$ cat src/rtl/fsr_pkg.sv
package fsr_pkg;

    localparam int BYTE_W   = 8;
    localparam int STAT_LSB = 3;

    // Status field as presented on bits 7..3
    typedef struct packed {
        logic ready;       // bit 7
        logic aux;         // bit 6
        logic erase_fail;  // bit 5
        logic prog_fail;   // bit 4
        logic protect;     // bit 3
    } stat_t;

    localparam stat_t STAT_RESET = '{ready: 1'b1, aux: 1'b0, erase_fail: 1'b0,
                                     prog_fail: 1'b0, protect: 1'b0};

    function automatic logic [BYTE_W-1:0] stat_to_byte(input stat_t s);
        return {s, {STAT_LSB{1'b0}}};
    endfunction

endpackage

$ cat src/rtl/fsr_flags.sv
module fsr_flags
    import fsr_pkg::*;
(
    input  logic  clk,
    input  logic  rst,
    input  logic  wsm_ready,
    input  logic  wsm_aux,
    input  logic  erase_fail_set,
    input  logic  prog_fail_set,
    input  logic  clr_status,
    input  logic  sector_locked,
    output stat_t live
);

    logic ready_q;
    logic aux_q;
    logic ef_q;
    logic pf_q;

    always_ff @(posedge clk) begin
        if (rst) begin
            ready_q <= STAT_RESET.ready;
            aux_q   <= STAT_RESET.aux;
            ef_q    <= STAT_RESET.erase_fail;
            pf_q    <= STAT_RESET.prog_fail;
        end else begin
            ready_q <= wsm_ready;
            aux_q   <= wsm_aux;
            // a new failure beats a simultaneous clear
            ef_q    <= erase_fail_set | (ef_q & ~clr_status);
            pf_q    <= prog_fail_set  | (pf_q & ~clr_status);
        end
    end

    always_comb begin
        live.ready      = ready_q;
        live.aux        = aux_q;
        live.erase_fail = ef_q;
        live.prog_fail  = pf_q;
        live.protect    = sector_locked;
    end

endmodule

$ cat src/rtl/fsr_strobe.sv
module fsr_strobe (
    input  logic clk,
    input  logic rst,
    input  logic ce_n,
    input  logic oe_n,
    output logic latch_evt,
    output logic rd_active
);

    logic both_low;
    logic armed_q;
    logic rd_q;

    assign both_low = ~ce_n & ~oe_n;

    always_ff @(posedge clk) begin
        if (rst) begin
            armed_q <= 1'b0;
            rd_q    <= 1'b0;
        end else begin
            armed_q <= ~both_low;
            rd_q    <= both_low;
        end
    end

    assign latch_evt = both_low & armed_q;
    assign rd_active = rd_q;

endmodule

$ cat src/rtl/fsr_snap.sv
module fsr_snap
    import fsr_pkg::*;
(
    input  logic  clk,
    input  logic  rst,
    input  logic  latch_evt,
    input  stat_t live,
    output stat_t snap
);

    always_ff @(posedge clk) begin
        if (rst) begin
            snap <= STAT_RESET;
        end else if (latch_evt) begin
            snap <= live;
        end
    end

endmodule

$ cat src/rtl/fsr_pad.sv
module fsr_pad
    import fsr_pkg::*;
#(
    parameter int BUS_W = 16
) (
    input  logic             word_mode,
    input  logic             rd_active,
    input  stat_t            snap,
    output logic [BUS_W-1:0] dq_out,
    output logic [BUS_W-1:0] dq_oe
);

    localparam int UPPER_W = BUS_W - BYTE_W;

    assign dq_out[BYTE_W-1:0] = stat_to_byte(snap);
    assign dq_oe[BYTE_W-1:0]  = {BYTE_W{rd_active}};

    generate
        if (UPPER_W > 0) begin : g_upper
            assign dq_out[BUS_W-1:BYTE_W] = '0;
            assign dq_oe[BUS_W-1:BYTE_W]  = {UPPER_W{rd_active & word_mode}};
        end
    endgenerate

endmodule

$ cat src/rtl/flash_status_reg.sv
module flash_status_reg
    import fsr_pkg::*;
#(
    parameter int BUS_W = 16
) (
    input  logic             clk,
    input  logic             rst,
    input  logic             wsm_ready,
    input  logic             wsm_aux,
    input  logic             erase_fail_set,
    input  logic             prog_fail_set,
    input  logic             clr_status,
    input  logic             sector_locked,
    input  logic             ce_n,
    input  logic             oe_n,
    input  logic             word_mode,
    output logic [BUS_W-1:0] dq_out,
    output logic [BUS_W-1:0] dq_oe
);

    stat_t live_stat;
    stat_t snap_stat;
    logic  latch_evt;
    logic  rd_active;

    fsr_flags u_flags (
        .clk            (clk),
        .rst            (rst),
        .wsm_ready      (wsm_ready),
        .wsm_aux        (wsm_aux),
        .erase_fail_set (erase_fail_set),
        .prog_fail_set  (prog_fail_set),
        .clr_status     (clr_status),
        .sector_locked  (sector_locked),
        .live           (live_stat)
    );

    fsr_strobe u_strobe (
        .clk       (clk),
        .rst       (rst),
        .ce_n      (ce_n),
        .oe_n      (oe_n),
        .latch_evt (latch_evt),
        .rd_active (rd_active)
    );

    fsr_snap u_snap (
        .clk       (clk),
        .rst       (rst),
        .latch_evt (latch_evt),
        .live      (live_stat),
        .snap      (snap_stat)
    );

    fsr_pad #(.BUS_W(BUS_W)) u_pad (
        .word_mode (word_mode),
        .rd_active (rd_active),
        .snap      (snap_stat),
        .dq_out    (dq_out),
        .dq_oe     (dq_oe)
    );

endmodule

$ cat config.mk
export PLATFORM = sky130hd
export DESIGN_NAME = flash_status_reg
export DESIGN_NICKNAME = d
export VERILOG_FILES = /design/src/rtl/fsr_pkg.sv /design/src/rtl/fsr_flags.sv /design/src/rtl/fsr_strobe.sv /design/src/rtl/fsr_snap.sv /design/src/rtl/fsr_pad.sv /design/src/rtl/flash_status_reg.sv
export SDC_FILE = /design/constraint.sdc
export NUM_CORES = 1
export LEC_CHECK = 0
export BUFFER_PORTS_ARGS = -buffer_cell sky130_fd_sc_hd__buf_2
export CAP_MARGIN = 20
export CORE_ASPECT_RATIO = 1.1
export CORE_MARGIN = 3
export CORE_UTILIZATION = 35
export CTS_CLUSTER_DIAMETER = 30
export DETAILED_ROUTE_END_ITERATION = 10
export HOLD_SLACK_MARGIN = 0.06
export PLACE_DENSITY = 0.7
export SLEW_MARGIN = 20
export SYNTH_ARGS = -nofsm -noshare
export SYNTH_HDL_FRONTEND = slang
export SYNTH_SLANG_ARGS = --single-unit
$ cat constraint.sdc
create_clock -name clk -period 2 [get_ports clk]
set_clock_uncertainty 0.1 [all_clocks]
set_input_delay 0.1 -clock clk [delete_from_list [all_inputs] [get_ports clk]]
set_output_delay 0.1 -clock clk [all_outputs]
set_load 0.02 [all_outputs]
Yosys cells after proc, flatten, opt, wreduce, memory -nomap -nowiden
Cells that the tools add are included.
{"block": "totals", "wordCells": 22, "input_bits": 11, "regBits": 11, "output_inout_bits": 32}
{"block": "classes", "bitwise_logic": 11}
{"operator": "1-bit AND", "count": 5}
{"operator": "1-bit inverter", "count": 4}
{"operator": "1-bit OR", "count": 2}

Longest topological paths before layout
Gate-level depths: netlist of run 1.
{"block": "depth", "ltp_word": 3, "depth_mapped": 3, "depth_no_buf": 2}

Modules after synthesis
From an unflattened synthesis of run 1, not the netlist that was laid out.
{"block": "unflattened", "hier_cells": 71, "area_unflattened_um2": 659.4}
{"mod": "fsr_pad", "instances": 1, "area_per_inst_um2": 242.7, "cells_each": 33}
{"mod": "fsr_snap", "instances": 1, "area_per_inst_um2": 183.9, "cells_each": 16}
{"mod": "fsr_flags", "instances": 1, "area_per_inst_um2": 160.2, "cells_each": 17}
{"mod": "fsr_strobe", "instances": 1, "area_per_inst_um2": 72.6, "cells_each": 5}

Least setup slack after synthesis of run 1
No wires, ideal clock.
{"block": "synth_timing", "kind": "reg2out", "startpoint": "reg u_strobe.rd_q (netlist: u_strobe.rd_active)", "endpoint": "out dq_oe[10]", "path_stages_with_launch": 3, "arrival_time_ns": 1.009, "path_buffers": 1, "path_slack_ns": 0.791, "required_time_ns": 1.800, "cell_sequence": "dfxtp_1 and2_1 buf_4"}
{"block": "synth_between", "elab_chain_len": 1}
{"item": "start, declared", "line_no": "fsr_strobe.sv:12", "text": "logic rd_q;"}
{"item": "start signal, assigned", "line_no": "fsr_strobe.sv:22", "text": "rd_q <= both_low;"}
{"item": "1-bit AND", "line_no": "fsr_pad.sv:21", "text": "assign dq_oe[BUS_W-1:BYTE_W] = {UPPER_W{rd_active & word_mode}};"}
{"item": "end, declared", "line_no": "flash_status_reg.sv:18", "text": "output logic [BUS_W-1:0] dq_oe"}
No other way between the ends.

Final worst setup path of run 1
{"block": "layout_timing", "startpoint": "in oe_n", "endpoint": "reg u_strobe.rd_q (netlist: u_strobe.rd_active)"}
{"block": "layout_between", "elab_chain_len": 2}
{"item": "start, declared", "line_no": "flash_status_reg.sv:15", "text": "input logic oe_n,"}
{"item": "1-bit inverter", "line_no": "fsr_strobe.sv:14", "text": "assign both_low = ~ce_n & ~oe_n;"}
{"item": "1-bit AND", "line_no": "fsr_strobe.sv:14"}
No other way between the ends.
A chain may end at the register's enable or synchronous reset.

==> impl_metrics.py, run 1 <==
metrics = {
    "outcome": {
        "status": "completed",
    },
    "sta": {
        "slew_viol_final": 0,
        "post-route-period-util_pct": 70.3,
        "period_minus_slack_ps": 1410,
        "setup_viol": 0,
        "hold_violations": 0,
        "clock.fmax_mhz": 711,
        "setup_tns_ps": 0,
        "rsz0062_at_grt": "no",
    },
    "routing": {
        "drc": 0,
        "wl_per_cell_um": 8.16,
        "via_per_inst": 4.04,
        "routed_wl_um": 914,
        "ant_nets": 0,
        "first_pass_iters": 3,
        "routed-via-count": 453,
        "drtIter0Drc": 2,
    },
    "power": {
        "comb_power_share_pct": 20.1,
        "p_leak_nw": 0.399,
        "p_seq_share_pct": 49.4,
        "p_int_mw": 0.344,
        "swShare_pct": 26.9,
        "power.density_nw_per_um2": 626,
        "ir_worst_vdd_mv": 0.399,
        "switchingPower_mw": 0.127,
        "p_clk_share_pct": 30.5,
    },
    "setup_path": {
        "cp_num_buf_inv": 3,
        "required_ps": 2100,
        "worstSetupEndpointType": "register",
        "crit_fanout": 3,
        "reg2reg_slack_ps": 760,
        "slowest_delay_ps": 560,
        "crit_top_cell": "dlygate4sd3_1",
        "critPathKind": "input port to register",
        "crit_family": "buffers and inverters",
        "start_kind": "input port",
        "path_cells": "dlygate4sd3_1, buf_2, nor3_1, dlygate4sd3_1",
        "cp_slowest_cell": "dlygate4sd3_1",
        "cp.arrival_ps": 1510,
    },
    "placed_design": {
        "port-buffer-count": 31,
        "dp_hpwl_um": 680,
        "gp_congestion": 0.630,
        "place_area_um2": 626,
    },
    "synth": {
        "yosysTopAreaCellShare_pct": 36.0,
        "synth-seq-area-share_pct": 36.0,
        "synth-main-ff-cell": "dfxtp_1",
        "ys_types": 14,
        "syn_area_per_cell_um2": 9.13,
        "synth.most_common_cell": "buf_4",
        "synthAdderAreaFrac_pct": 0,
        "synth_xor_area_share_pct": 0,
        "synthMuxAreaShare_pct": 8.18,
        "async_flop_share_pct": 0,
        "synth_edf_count": 0,
        "synth_top_family_by_area": "buffers and inverters",
        "ys_top_cells_by_area": "dfxtp_1 36%, buf_4 32%, nand2b_1 10%, mux2i_1 8.2%, nor3b_4 3.1%",
        "synth_compound_area_share_pct": 1.64,
        "synth_warnings": 0,
        "synthCells": 67,
        "syn-cell-area_um2": 612,
        "synth_seq_cells": 11,
        "synth_simple_gate_area_share_pct": 19.6,
        "yosys-top-cells-count": "26 x buf_4, 11 x dfxtp_1, 10 x nand2b_1",
        "yosys.area.top_type": "dfxtp_1",
    },
    "clock_network": {
        "clk_latency_ps": 260,
        "htreeDepth": 1,
        "cts_buffers": 3,
        "cts.sinks": 11,
        "clockBufferDepth": 2,
        "cts_resized": 0,
        "cts_tree": "built",
        "clock-root-buffer": "clkbuf_4",
        "clk_pin_slew_ps": 70,
    },
    "job": {
        "cap_violations": 0,
    },
    "floorplan": {
        "io_pins": 43,
        "rows": 15,
        "initial_core_util_pct": 37.9,
        "die_h_um": 49.9,
        "fp.coreArea_um2": 1610,
        "die_x_um": 45.9,
        "dieArea_um2": 2290,
    },
    "grt": {
        "grt_max_degree": 17,
        "antenna_found_initial": 0,
        "grt_pass1_vias": 325,
        "grt_pass1_wl_mm": 1.20,
        "grt_overflow": 0,
        "grt_usage_pct": 7.33,
    },
    "layout": {
        "finalInstanceArea_um2": 752,
        "drive_above_1_share_pct": 37.9,
        "final_nets": 107,
        "syn2layout_area_growth_pct": 22.9,
        "fin_util_pct": 46.6,
        "n_antenna_cell": 0,
    },
    "worst_hold_path": {
        "hp-class": "input port to register",
    },
}
cells by family (layout without fill, tap and decap cells):
logic type / Yosys count / count (layout)
other: 1 / 11
AOI/OAI and AO/OA: 2 / 2
DFF: 11 / 11
muxes: 5 / 5
and+or+nand+nor: 19 / 19
buffers and inverters: 29 / 47
per-layer routing:
layer | GRT usage, % | vias up | routed length [µm]
met5 | 0 | - | 0
met4 | 4.27 | 0 | 5
met3 | 4.38 | 2 | 188
met2 | 11.2 | 38 | 355
met1 | 7.35 | 187 | 365
li1 | - | 226 | -
worst register-to-register path: stages (launching register included):
cell	delay, ps
dfxtp_1	330
nand2b_1	60
a21oi_1	140
dlygate4sd3_1	560
power groups by stage:
stage          Clock, mW  Sequential [mW]  Combinational (mW)
2_1_floorplan          0            0.240              0.0819
3_3_place_gp           0            0.237              0.0787
3_5_place_dp           0            0.238              0.0796
4_1_cts            0.150            0.232              0.0947
5_1_grt            0.159            0.233               0.102
6_report           0.144            0.233              0.0947
registers in the layout, indices dropped and copies added (netlist names):
signal	cells
u_snap.snap	5
u_flags.aux_q	1
u_flags.ef_q	1
u_flags.pf_q	1
u_flags.ready_q	1
u_strobe.armed_q	1
u_strobe.rd_active	1
per-stage QoR:
| stage | setup slack, ps | power [mW] | hold WS (ps) | cells |
|---|---|---|---|---|
| after CTS | 611 | 0.477 | 66.1 | 112 |
| after global routing | 569 | 0.495 | 90.3 | 112 |
| after floorplan | 791 | 0.322 | 76.8 | 77 |
| after detailed placement | 941 | 0.317 | 186 | 98 |
| after global placement | 967 | 0.316 | 183 | 98 |
| final | 594 | 0.471 | 74.6 | 112 |
cell usage in the layout, fill, tap and decap left out, drive strengths merged:
master       netlist  routed
clkbuf             0       4
conb               1      11
nor2               4       4
nor3b              1       1
nand2b            10      10
nor2b              1       1
dlygate4sd3        0      10
and2               1       1
buf               27      31
dfxtp             11      11
a21oi              2       2
inv                2       2
nor3               1       1
or2                1       1
mux2i              5       5
cell type report:
| cell class | instances | area [µm²] |
|---|---|---|
| well taps | 17 | 21.3 |
| repair buffers | 41 | 255 |
| inverters | 2 | 7.51 |
| flip-flops and latches | 11 | 220 |
| multi-input cells | 37 | 221 |
| clock buffers | 4 | 26.3 |
| fillers | 155 | 862 |
timing repair:
action / in CTS / in global routing
setup buffers: 0 / 0
endpoints found under the hold margin: 7 / 0
hold buffers: 10 / 0
final timing paths:
kind / cells after the start / from / endpoint
min: 2 / rst / u_strobe.armed_q
max: 4 / oe_n / u_strobe.rd_active
min reg2reg: 2 / u_flags.aux_q / u_snap.snap[3]
max reg2reg: 3 / u_flags.pf_q / u_flags.pf_q
(Power assumes the default switching activity.)
==> run 2: changes to the inputs <==
==> constraint.sdc (replaced) <==
create_clock -name clk -period 1.3 [get_ports clk]
set_clock_uncertainty 0.1 [all_clocks]
set_input_delay 0.065 -clock clk [delete_from_list [all_inputs] [get_ports clk]]
set_output_delay 0.065 -clock clk [all_outputs]
set_load 0.02 [all_outputs]
==> run 2 against run 1 <==
Worst hold slack got worse by 11 ps. Sequential power increased by 54%. Global-route usage rose by 0.79 points. Cell count grew 2.7%. Largest cell class unchanged.
==> impl_metrics.py, run 2 (synthesis results as in run 1) <==
metrics = {
    "floorplan": {
        "fp.coreArea_um2": 1610,
        "io_pins": 43,
        "initial_core_util_pct": 37.9,
        "rows": 15,
        "die_x_um": 45.9,
        "dieArea_um2": 2290,
        "die_h_um": 49.9,
    },
    "sta": {
        "period_minus_slack_ps": 1180,
        "setup_viol": 0,
        "rsz0062_at_grt": "no",
        "clock.fmax_mhz": 845,
        "slew_viol_final": 0,
        "fin_worst_hold_slack_ps": 63.1,
        "post-route-period-util_pct": 91.1,
        "hold_violations": 0,
        "setup_tns_ps": 0,
    },
    "grt": {
        "grt_max_degree": 15,
        "grt_usage_pct": 8.12,
        "grt_overflow": 0,
        "grt-busiest-layer": "met2",
        "grtUsageMet1_pct": 9.38,
        "antenna_found_initial": 0,
        "grt_use_met3_pct": 2.92,
        "gr-usage-met2_pct": 11.2,
        "grt_pass1_vias": 320,
        "grt_pass1_wl_mm": 1.30,
    },
    "worst_hold_path": {
        "hp-class": "input port to register",
    },
    "setup_path": {
        "cp.arrival_ps": 1020,
        "critPathKind": "register to output port",
        "worstSetupEndpointType": "output port",
        "crit_fanout": 9,
        "required_ps": 1130,
        "start_kind": "register",
    },
    "layout": {
        "seqCellArea_um2": 221,
        "fill_cells": 165,
        "final_cell_mix": "31 x buf_2, 11 x conb_1, 11 x dlygate4sd3_1",
        "multi_input_area_um2": 223,
        "final_nets": 110,
        "n_antenna_cell": 0,
        "regMostFlops": "u_snap.snap",
        "syn2layout_area_growth_pct": 27.4,
        "mostFrequentLayoutCell": "buf_2",
        "largest_reg_flops": 5,
        "drive_above_1_share_pct": 40.8,
    },
    "routing": {
        "first_pass_iters": 2,
        "drc": 0,
        "ant_nets": 0,
        "drtIter0Drc": 5,
        "routed_wl_um": 990,
        "wl_per_cell_um": 8.61,
        "routed-via-count": 455,
        "via_per_inst": 3.96,
    },
    "power": {
        "p_leak_nw": 0.411,
        "power.density_nw_per_um2": 950,
        "ir_worst_vdd_mv": 0.561,
    },
    "clock_network": {
        "cts_tree": "built",
        "htreeDepth": 1,
        "clock-root-buffer": "clkbuf_4",
        "clockBufferDepth": 2,
        "clk_pin_slew_ps": 70,
        "cts.sinks": 11,
        "clk_latency_ps": 270,
        "cts_buffers": 3,
    },
    "outcome": {
        "status": "completed",
    },
    "placed_design": {
        "gp_congestion": 0.630,
        "port-buffer-count": 31,
        "dp_hpwl_um": 682,
    },
    "job": {
        "cap_violations": 0,
    },
}
[run 2: changes by cell type in the layout (fill, tap and decap cells not counted), sizes merged]
| cell | delta |
|---|---|
| buf | +2 |
| dlygate4sd3 | +1 |
[run 2: path summary, 6_finish.rpt]
| kind | slack, ps | to | start | cells past startpoint |
|---|---|---|---|---|
| setup reg to reg | 310 | u_snap.snap[2] | u_strobe.armed_q | 3 |
| hold reg to reg | 370 | u_flags.ef_q | u_flags.ef_q | 2 |
| hold / removal | 60 | u_snap.snap[4] | rst | 3 |
| setup / recovery | 120 | dq_oe[9] | u_strobe.rd_active | 2 |
[run 2: timing repair]
action,CTS,global route
hold endpoints to repair,11,2
setup endpoints to repair,8,11
gates resized for setup,1,1
pin swaps,0,1
hold buffers,11,2
buffers inserted,0,2
[run 2: report_power, final]
group | internal, mW | switching [mW] | total (mW) | leakage [nW]
Sequential | 0.351 | 0.00675 | 0.358 | 0.0909
Combinational | 0.0653 | 0.0858 | 0.151 | 0.305
Clock | 0.119 | 0.113 | 0.232 | 0.0150
Total | 0.535 | 0.205 | 0.741 | 0.411
[run 2: area by class of cell]
cell class,count,area share [%]
clock buffers,4,3.37
inverters,2,0.963
multi-input cells,37,28.6
flip-flops and latches,11,28.4
well taps,17,2.73
repair buffers,44,36.0
[run 2: worst max-delay path: stages, from the launching register on]
cell     delay (ps)
dfxtp_2         370
and2_2          210
buf_2           180
[run 2: stage by stage]
step                      cell area (µm²)  std cells  setup WS, ps  util (%)  total power, mW
after global placement                626         98           277      38.8            0.486
after detailed placement              626         98           258      38.8            0.488
after global routing                  779        115          36.3      48.3            0.789
after floorplan                       649         77           126         -            0.495
after CTS                             763        113          19.1      47.3            0.747
final                                 779        115           116      48.3            0.741
[run 2: routing by layer]
layer | part of all wire [%] | vias to the layer above
met3 | 18 | 2
met2 | 40 | 40
met5 | 0 | -
met1 | 40 | 182
li1 | - | 231
met4 | 2.3 | 0
==> run 3: changes to the inputs <==
--- a/config.mk
+++ b/config.mk
@@ -5,6 +5,7 @@
 export SDC_FILE = /design/constraint.sdc
 export NUM_CORES = 1
 export LEC_CHECK = 0
+export ABC_AREA = 1
 export BUFFER_PORTS_ARGS = -buffer_cell sky130_fd_sc_hd__buf_2
 export CAP_MARGIN = 20
 export CORE_ASPECT_RATIO = 1.1
==> constraint.sdc (replaced) <==
create_clock -name clk -period 1.1 [get_ports clk]
set_clock_uncertainty 0.1 [all_clocks]
set_input_delay 0.055 -clock clk [delete_from_list [all_inputs] [get_ports clk]]
set_output_delay 0.055 -clock clk [all_outputs]
set_load 0.02 [all_outputs]
==> run 3 against run 2 <==
Combinational power up 32%. Setup slack got worse by 81 ps. Register-to-register slack worse by 160 ps. Critical path type unchanged. Routed wire length is 9.5% higher. Core utilization up 0.88 points. Total power rose by 22%. The run now ends with negative hold slack left.
==> impl_metrics.py, run 3 <==
metrics = {
    "sta": {
        "post-route-period-util_pct": 96.9,
        "hold_violations": 1,
        "clock.fmax_mhz": 939,
        "setup_tns_ps": 0,
        "setup_viol": 0,
        "period_minus_slack_ps": 1070,
        "slew_viol_final": 0,
        "fin_worst_hold_slack_ps": -10.7,
        "worst_slack_ps": 34.6,
    },
    "grt": {
        "grt_overflow": 0,
        "grt_max_degree": 12,
        "antenna_found_initial": 0,
        "grtUsageMet1_pct": 8.33,
        "grt_pass1_vias": 392,
        "grt_usage_pct": 9.44,
        "grt-busiest-layer": "met2",
        "grt_pass1_wl_mm": 1.54,
        "gr-usage-met2_pct": 17.4,
        "grt_use_met3_pct": 2.55,
    },
    "outcome": {
        "violations": "negative hold slack",
        "status": "finished with violations",
    },
    "synth": {
        "synth_edf_count": 0,
        "yosys.area.top_type": "dfxtp_1",
        "synth-seq-area-share_pct": 36.4,
        "yosys-top-cells-count": "26 x buf_4, 11 x dfxtp_1, 8 x inv_1, 8 x nor2_1, 7 x nand2_1",
        "syn-cell-area_um2": 606,
        "ys_types": 12,
        "synth.most_common_cell": "buf_4",
        "synthCells": 78,
        "syn_area_per_cell_um2": 7.76,
        "synth_seq_cells": 11,
        "synth_warnings": 0,
        "ys_top_cells_by_area": "dfxtp_1 36%, buf_4 32%, a21oi_1 5.0%, nand3_1 5.0%, inv_1 5.0%",
        "yosysTopAreaCellShare_pct": 36.4,
        "synth-main-ff-cell": "dfxtp_1",
        "async_flop_share_pct": 0,
    },
    "setup_path": {
        "crit_fanout": 8,
        "path_cells": "nand2_2, clkinv_4, buf_6",
        "required_ps": 940,
        "slowest_delay_ps": 330,
        "worstSetupEndpointType": "output port",
        "cp_num_buf_inv": 2,
        "cp.arrival_ps": 910,
        "cp_slowest_cell": "dfxtp_2",
        "start_kind": "register",
        "critPathKind": "register to output port",
        "crit_family": "flip-flops",
    },
    "power": {
        "ir_worst_vdd_mv": 0.809,
        "p_leak_nw": 0.431,
        "power.density_nw_per_um2": 1150,
    },
    "routing": {
        "via_per_inst": 4.11,
        "routed_wl_mm": 1.08,
        "ant_nets": 0,
        "first_pass_iters": 2,
        "drc": 0,
        "drtIter0Drc": 1,
        "routed-via-count": 502,
        "wl_per_cell_um": 8.89,
    },
    "layout": {
        "finalInstanceArea_um2": 785,
        "largest_reg_flops": 5,
        "final_nets": 117,
        "regMostFlops": "u_snap.snap",
        "drive_above_1_share_pct": 38.1,
        "mostFrequentLayoutCell": "buf_2",
        "n_antenna_cell": 0,
        "final_cell_mix": "23 x buf_2, 11 x conb_1, 10 x dfxtp_1",
        "fill_cells": 165,
        "syn2layout_area_growth_pct": 29.5,
    },
    "floorplan": {
        "rows": 15,
        "die_h_um": 49.6,
        "initial_core_util_pct": 38.0,
        "io_pins": 43,
        "dieArea_um2": 2270,
        "fp.coreArea_um2": 1600,
        "die_x_um": 45.7,
    },
    "placed_design": {
        "port-buffer-count": 31,
        "dp_hpwl_um": 764,
        "place_area_um2": 609,
        "gp_congestion": 0.758,
        "pre_cts_ws_ps": 154,
    },
    "clock_network": {
        "cts_setup_buffers": 0,
        "clk_latency_ps": 260,
        "clockBufferDepth": 2,
        "htreeDepth": 1,
        "cts_buffers": 3,
        "clk_pin_slew_ps": 70,
        "cts_tree": "built",
        "holdBufCountCts": 9,
        "cts.sinks": 11,
        "clock-root-buffer": "clkbuf_4",
    },
    "job": {
        "cap_violations": 0,
    },
    "worst_hold_path": {
        "hp-class": "input port to register",
    },
}
==> run 3: cell count changes after synthesis, sizes merged, moves of 4 or more <==
cell | before | now
a21oi | 2 | 6
inv | 2 | 8
mux2i | 5 | 0
nand2 | 0 | 7
nand2b | 10 | 0
nand3 | 0 | 6
nor2 | 4 | 9
==> run 3: kinds of logic after synthesis <==
logic type | Yosys count | synth area share (%)
and+or+nand+nor | 24 | 17.2
DFF | 11 | 36.4
other | 1 | 0.619
buffers and inverters | 36 | 40.9
AOI/OAI and AO/OA | 6 | 4.96
==> run 3: worst paths after layout <==
path,endpoint,depth (start not counted),start,slack (ps)
setup / recovery,dq_oe[13],3,u_strobe.rd_active,30
hold / removal,u_strobe.armed_q,3,ce_n,-10
setup reg to reg,u_snap.snap[1],3,u_strobe.armed_q,150
hold reg to reg,u_snap.snap[4],2,u_snap.snap[4],360
==> run 3: final cells by class <==
class	instances	area (µm²)	share of cell area, %
clock buffers	4	26.3	3.35
inverters	8	35.0	4.47
multi-input cells	41	178	22.6
flip-flops and latches	11	221	28.2
well taps	17	21.3	2.71
repair buffers	41	303	38.6
==> run 3: worst min-delay path, stage by stage <==
cell and delay [ps]:
buf_2 90, nor2_2 80, nor2_1 90
==> run 3: routing by layer <==
layer / vias up / part of all wire, %
met4: 0 / 1.6
li1: 257 / -
met1: 210 / 37
met2: 33 / 49
met5: - / 0
met3: 2 / 12
==> run 3: metrics by stage <==
stage,instances,power [mW],utilization (%)
floorplan,88,0.612,-
global placement,109,0.602,38.2
detailed placement,109,0.605,38.2
CTS,122,0.899,46.3
global route,122,0.945,49.2
finish,122,0.902,49.2
==> run 3: power breakdown <==
| part | switching, mW | leakage [nW] | internal [mW] |
|---|---|---|---|
| logic | 0.120 | 0.325 | 0.0793 |
| clock network | 0.129 | 0.0150 | 0.140 |
| registers | 0.0148 | 0.0912 | 0.420 |
| total | 0.263 | 0.431 | 0.639 |
==> run 3: what timing repair did <==
item | 4_1_cts | 5_1_grt
endpoints found under the setup margin | 8 | 15
pin swaps | 0 | 1
endpoints found under the hold margin | 8 | 1
resized for setup | 6 | 15
gates cloned | 0 | 0
